[config.mk]
export PLATFORM = sky130hd
export DESIGN_NAME = threshold_trigger
export DESIGN_NICKNAME = d
export VERILOG_FILES = /design/src/rtl/trig_pkg.sv /design/src/rtl/thr_compare.sv /design/src/rtl/trig_cond_sel.sv /design/src/rtl/threshold_trigger.sv
export SDC_FILE = /design/constraint.sdc
export NUM_CORES = 1
export LEC_CHECK = 0
export BUFFER_PORTS_ARGS = -buffer_cell sky130_fd_sc_hd__buf_4
export CAP_MARGIN = 0
export CORE_ASPECT_RATIO = 1.25
export CORE_MARGIN = 8
export CORE_UTILIZATION = 49
export CTS_CLUSTER_SIZE = 14
export DETAILED_ROUTE_END_ITERATION = 8
export GPL_TIMING_DRIVEN = 0
export PLACE_DENSITY = 0.94
export SLEW_MARGIN = 10
export SYNTH_ARGS = -nofsm -noshare
export SYNTH_HDL_FRONTEND = slang
export SYNTH_SLANG_ARGS = --single-unit
[constraint.sdc]
create_clock -name clk -period 3.2 [get_ports clk]
set_clock_uncertainty 0.05 [all_clocks]
set_input_delay 0.16 -clock clk [delete_from_list [all_inputs] [get_ports clk]]
set_output_delay 0.16 -clock clk [all_outputs]
set_load 0.01 [all_outputs]
[src/rtl/trig_pkg.sv]
package trig_pkg;

    localparam int SMP_W = 14;

    typedef enum logic [2:0] {
        COND_ABOVE   = 3'd0,
        COND_BELOW   = 3'd1,
        COND_INSIDE  = 3'd2,
        COND_HYST_HI = 3'd3,
        COND_HYST_LO = 3'd4
    } cond_e;

    typedef enum logic {
        ST_ARMED = 1'b0,
        ST_FIRED = 1'b1
    } trig_state_e;

    typedef struct packed {
        logic above_hi;
        logic below_lo;
        logic in_window;
    } cmp_flags_t;

endpackage

[src/rtl/thr_compare.sv]
module thr_compare #(
    parameter int W = 14
) (
    input  logic               clk,
    input  logic               rst_n,
    input  logic signed [W-1:0] sample,
    input  logic signed [W-1:0] lo,
    input  logic signed [W-1:0] hi,
    output trig_pkg::cmp_flags_t flags
);

    always_comb begin
        flags.above_hi  = sample > hi;
        flags.below_lo  = sample < lo;
        flags.in_window = (sample >= lo) && (sample <= hi);
    end

    // with ordered thresholds a sample lies on exactly one side or inside
    p_one_region_r2: assert property (@(posedge clk) disable iff (!rst_n)
        (lo <= hi) |-> $countones({flags.above_hi, flags.below_lo, flags.in_window}) == 1);

endmodule

[src/rtl/trig_cond_sel.sv]
module trig_cond_sel (
    input  logic                 clk,
    input  logic                 rst_n,
    input  logic [2:0]           cond,
    input  trig_pkg::cmp_flags_t flags,
    output logic                 fire_hit,
    output logic                 rearm_hit
);
    import trig_pkg::*;

    always_comb begin
        unique case (cond)
            COND_ABOVE: begin
                fire_hit  = flags.above_hi;
                rearm_hit = !flags.above_hi;
            end
            COND_BELOW: begin
                fire_hit  = flags.below_lo;
                rearm_hit = !flags.below_lo;
            end
            COND_INSIDE: begin
                fire_hit  = flags.in_window;
                rearm_hit = !flags.in_window;
            end
            COND_HYST_HI: begin
                fire_hit  = flags.above_hi;
                rearm_hit = flags.below_lo;
            end
            COND_HYST_LO: begin
                fire_hit  = flags.below_lo;
                rearm_hit = flags.above_hi;
            end
            default: begin
                fire_hit  = 1'b0;
                rearm_hit = 1'b1;
            end
        endcase
    end

    // codes above the defined set never request a firing
    p_undef_silent_r10: assert property (@(posedge clk) disable iff (!rst_n)
        (cond > 3'd4) |-> !fire_hit);

endmodule

[src/rtl/threshold_trigger.sv]
module threshold_trigger #(
    parameter int SMP_W = trig_pkg::SMP_W
) (
    input  logic                   clk,
    input  logic                   rst_n,
    input  logic                   smp_valid,
    input  logic signed [SMP_W-1:0] smp_data,
    input  logic signed [SMP_W-1:0] thr_lo,
    input  logic signed [SMP_W-1:0] thr_hi,
    input  logic [2:0]             cond_sel,
    output logic                   trig_pulse,
    output logic                   trig_level
);
    import trig_pkg::*;

    cmp_flags_t  flags;
    logic        fire_hit;
    logic        rearm_hit;
    logic [2:0]  cond_q;
    logic        cond_chg;
    logic        fire_now;
    trig_state_e state_q;
    trig_state_e state_d;

    thr_compare #(.W(SMP_W)) u_cmp (
        .clk    (clk),
        .rst_n  (rst_n),
        .sample (smp_data),
        .lo     (thr_lo),
        .hi     (thr_hi),
        .flags  (flags)
    );

    trig_cond_sel u_sel (
        .clk       (clk),
        .rst_n     (rst_n),
        .cond      (cond_sel),
        .flags     (flags),
        .fire_hit  (fire_hit),
        .rearm_hit (rearm_hit)
    );

    assign cond_chg = (cond_sel != cond_q);

    // Transitions: FIRE, REARM, RESELECT
    always_comb begin
        state_d  = state_q;
        fire_now = 1'b0;
        unique case (state_q)
            ST_ARMED: begin
                if (!cond_chg && smp_valid && fire_hit) begin
                    state_d  = ST_FIRED;
                    fire_now = 1'b1;
                end
            end
            ST_FIRED: begin
                if (cond_chg)
                    state_d = ST_ARMED;
                else if (smp_valid && rearm_hit)
                    state_d = ST_ARMED;
            end
            default: state_d = ST_ARMED;
        endcase
    end

    // State register
    always_ff @(posedge clk) begin
        if (!rst_n) begin
            state_q <= ST_ARMED;
            cond_q  <= 3'd0;
        end else begin
            state_q <= state_d;
            cond_q  <= cond_sel;
        end
    end

    // Output register
    always_ff @(posedge clk) begin
        if (!rst_n) begin
            trig_pulse <= 1'b0;
            trig_level <= 1'b0;
        end else begin
            trig_pulse <= fire_now;
            trig_level <= (state_d == ST_FIRED);
        end
    end

    // a pulse only follows a valid sample
    p_pulse_needs_valid_r8: assert property (@(posedge clk) disable iff (!rst_n)
        trig_pulse |-> $past(smp_valid));

    // idle cycles with an unchanged select leave the level alone
    p_idle_holds_level_r8: assert property (@(posedge clk) disable iff (!rst_n)
        (!smp_valid && !cond_chg) |=> $stable(trig_level));

    // pulse lasts a single clock
    p_pulse_single_r9: assert property (@(posedge clk) disable iff (!rst_n)
        trig_pulse |=> !trig_pulse);

    // a pulse always comes with the level raised
    p_pulse_with_level_r9: assert property (@(posedge clk) disable iff (!rst_n)
        trig_pulse |-> trig_level);

    // a select change suppresses the pulse and drops the level
    p_reselect_arms_r10: assert property (@(posedge clk) disable iff (!rst_n)
        cond_chg |=> (!trig_pulse && !trig_level));

endmodule

==> impl_metrics.toml <==
[outcome]
status = "completed"

[yosys]
synth-seq-cells = 5
yosys_warnings = 0
synth_area_um2 = 1050
synth.avg_cell_area_um2 = 7.71
synth.yosys.seq_area_share_pct = 9.55
syn_inst = 136
yosysUniqueCellTypes = 35
syn_nets = 212

[place]
port_buffers = 49
dp_hpwl_um = 2740
globalplace.congestion = 0.772
placed_cells = 205

[floorplan]
fp.dieH_um = 67.7
num_rows = 18
core_area_um2 = 2000
die-area_um2 = 3890
io_pins = 50
start_util_pct = 52.3
die_w_um = 57.4

[final_layout]
fill_cells = 157
area_growth_pct = 40.0
diodes = 0
fin_cells = 209
drive_above_1_share_pct = 30.2
layout_common_cells = "buf_4 (49), inv_1 (32), ha_1 (28), nand2_1 (11), a21oi_1 (10)"
final_common_cell = "buf_4"
nets = 266

[sta]
period_needed_ns = 2.08
rsz0062_at_grt = "false"
setup_tns_ns = 0
finalHoldViolCount = 0
relSlewSlack_pct = 62.1
worst_pin_slew_ns = 0.568
fmax_mhz = 480
maxSlewViolCount = 0
timing.final.crit_share_pct = 65.0
finalSetupViolations = 0

[critical_path]
cpMaxStageDelayCell = "a2111oi_2"
slowest_delay_ns = 0.44
cp_data_arrival_time_ns = 2.17
required_ns = 3.29
crit_path_end_kind = "flip-flop"
worst_path_most_repeated_cell = "a21o_1"
path_cells = "buf_4, ha_1, a21o_1, a2111oi_2, a21oi_1, nor3_1, o21ai_0, nand4b_1, a21o_1"
reg2reg_depth = 6
critical_path_class = "input port to flip-flop"
crit_fanout = 3
startpoint_type = "input port"

[grt]
grt_antenna_before_repair = 0
grt_pass1_vias = 1285
grt_max_degree = 8
grt_pass1_wl_um = 5260
grt_overflow_total = 0
groute.usage.overall_pct = 16.5

[route]
firstDrtPassIters = 4
drc = 0
vias = 1156
wl_um = 3080
wire_per_inst_um = 14.8
drt.antenna.violating_nets = 0
dr.first_iter.drc_count = 25
viasPerCell = 5.53

[clock_network]
root_buffer = "clkbuf_4"
htree_levels = 1
ctsResizeCount = 0
postCtsHoldBufs = 0
postCtsSetupRepairBufs = 0
clk_pin_slew_ns = 0.04
cts_tree = "yes"
cts_made_buffers = 3
cts.sinks = 5
clock_latency_ns = 0.24
cts_max_path_buffers = 2

[power]
total_leakage_power_nw = 0.832
total_power_w = 0.000300
p_comb_share_pct = 53.0
irDropWorstVdd_uv = 197
switching_share_pct = 34.3
pwr-share-seq_pct = 22.0
power_switching_w = 0.000103
p_clk_share_pct = 25.0
powerDensity_nw_per_um2 = 204
power.internal_w = 0.000197

[min_path]
hold_path_class = "input port to flip-flop"
hold_depth = 2

[flow_run]
cap_violations = 0
## flip-flops by register name, indices dropped and copies added, names as in the netlist
| signal | cells |
|---|---|
| cond_q | 3 |
| trig_level | 1 |
| trig_pulse | 1 |
## through the flow
step / hold slack (ns) / setup slack, ns / util [%] / instance area, um2
floorplan: 0.232 / 1.23 / - / 1050
global placement: 0.342 / 1.02 / 71.9 / 1440
detailed placement: 0.347 / 0.909 / 71.9 / 1440
CTS: 0.0965 / 1.13 / 73.2 / 1470
global route: 0.113 / 0.979 / 73.2 / 1470
finish: 0.101 / 1.12 / 73.2 / 1470
## cells by family (layout without fill, tap and decap cells)
| group | count (synthesis) | count (layout) | share of synthesized area [%] |
|---|---|---|---|
| and+or+nand+nor | 40 | 40 | 23.0 |
| buffers and inverters | 32 | 85 | 11.5 |
| adders and majority gates | 28 | 28 | 33.4 |
| AOI/OAI and AO/OA | 28 | 28 | 20.0 |
| DFF | 5 | 5 | 9.55 |
| xor gates and xnor gates | 3 | 3 | 2.51 |
## power groups by stage
stage / Combinational, W / Clock, W / Sequential (W)
finish: 0.000159 / 0.0000748 / 0.0000661
global route: 0.000179 / 0.0000809 / 0.0000661
CTS: 0.000159 / 0.0000757 / 0.0000660
detailed placement: 0.000157 / 0 / 0.0000672
global placement: 0.000146 / 0 / 0.0000668
floorplan: 0.0000842 / 0 / 0.0000669
## worst max-delay path: cells and delay by family
family,cells,cell delay (ns)
AOI/OAI and AO/OA,5,1.11
adders and majority gates,1,0.30
buffers and inverters,1,0.12
and+or+nand+nor,2,0.49
## worst paths after layout
kind | from | end | slack, ns
min reg2reg | trig_level | trig_pulse | 0.59
min | rst_n | cond_q[2] | 0.10
max reg2reg | cond_q[1] | trig_level | 1.83
max | smp_data[11] | trig_level | 1.12
## layer usage
metal / vias to the layer above / GRT usage, % / wire (um)
li1: 582 / - / -
met4: 0 / 7.84 / 77
met5: - / 0 / 0
met1: 518 / 14.0 / 1080
met3: 10 / 5.51 / 200
met2: 46 / 33.7 / 1730
## Yosys cell counts
library cell | count | area share, %
a2111oi_2 | 1 | 1.4
a21boi_0 | 1 | 0.72
a21o_1 | 3 | 2.1
a21oi_1 | 10 | 4.8
a221oi_2 | 1 | 1.4
a222oi_1 | 1 | 0.95
a22oi_1 | 1 | 0.72
a311oi_1 | 1 | 0.84
a31oi_4 | 1 | 2.0
a32oi_1 | 1 | 0.84
and2_1 | 5 | 3.0
and4_1 | 2 | 1.7
and4b_1 | 1 | 0.95
dfxtp_1 | 5 | 9.5
ha_1 | 28 | 33
inv_1 | 32 | 11
nand2_1 | 11 | 3.9
nand2b_1 | 3 | 1.8
nand3_1 | 1 | 0.48
nand4_1 | 4 | 2.4
nand4b_1 | 1 | 0.84
nand4bb_1 | 1 | 1.1
nor2_1 | 2 | 0.72
nor2b_1 | 3 | 1.8
nor3_1 | 1 | 0.48
nor3_2 | 1 | 0.95
nor3b_1 | 1 | 0.72
nor4_1 | 1 | 0.60
o21ai_0 | 4 | 1.9
o21bai_1 | 1 | 0.72
o31ai_1 | 1 | 0.72
o41ai_1 | 1 | 0.84
or3_1 | 1 | 0.60
or4_4 | 1 | 1.1
xnor2_1 | 3 | 2.5
## final cells by class
type | instances | area, um2 | share of cell area, %
Multi-Input combinational cell | 99 | 828 | 56.4
Timing Repair Buffer | 49 | 368 | 25.1
Inverter | 32 | 120 | 8.18
Sequential cell | 5 | 100 | 6.82
Clock buffer | 4 | 26.3 | 1.79
Tap cell | 20 | 25.0 | 1.71
Power figures use the tool's default switching activity.
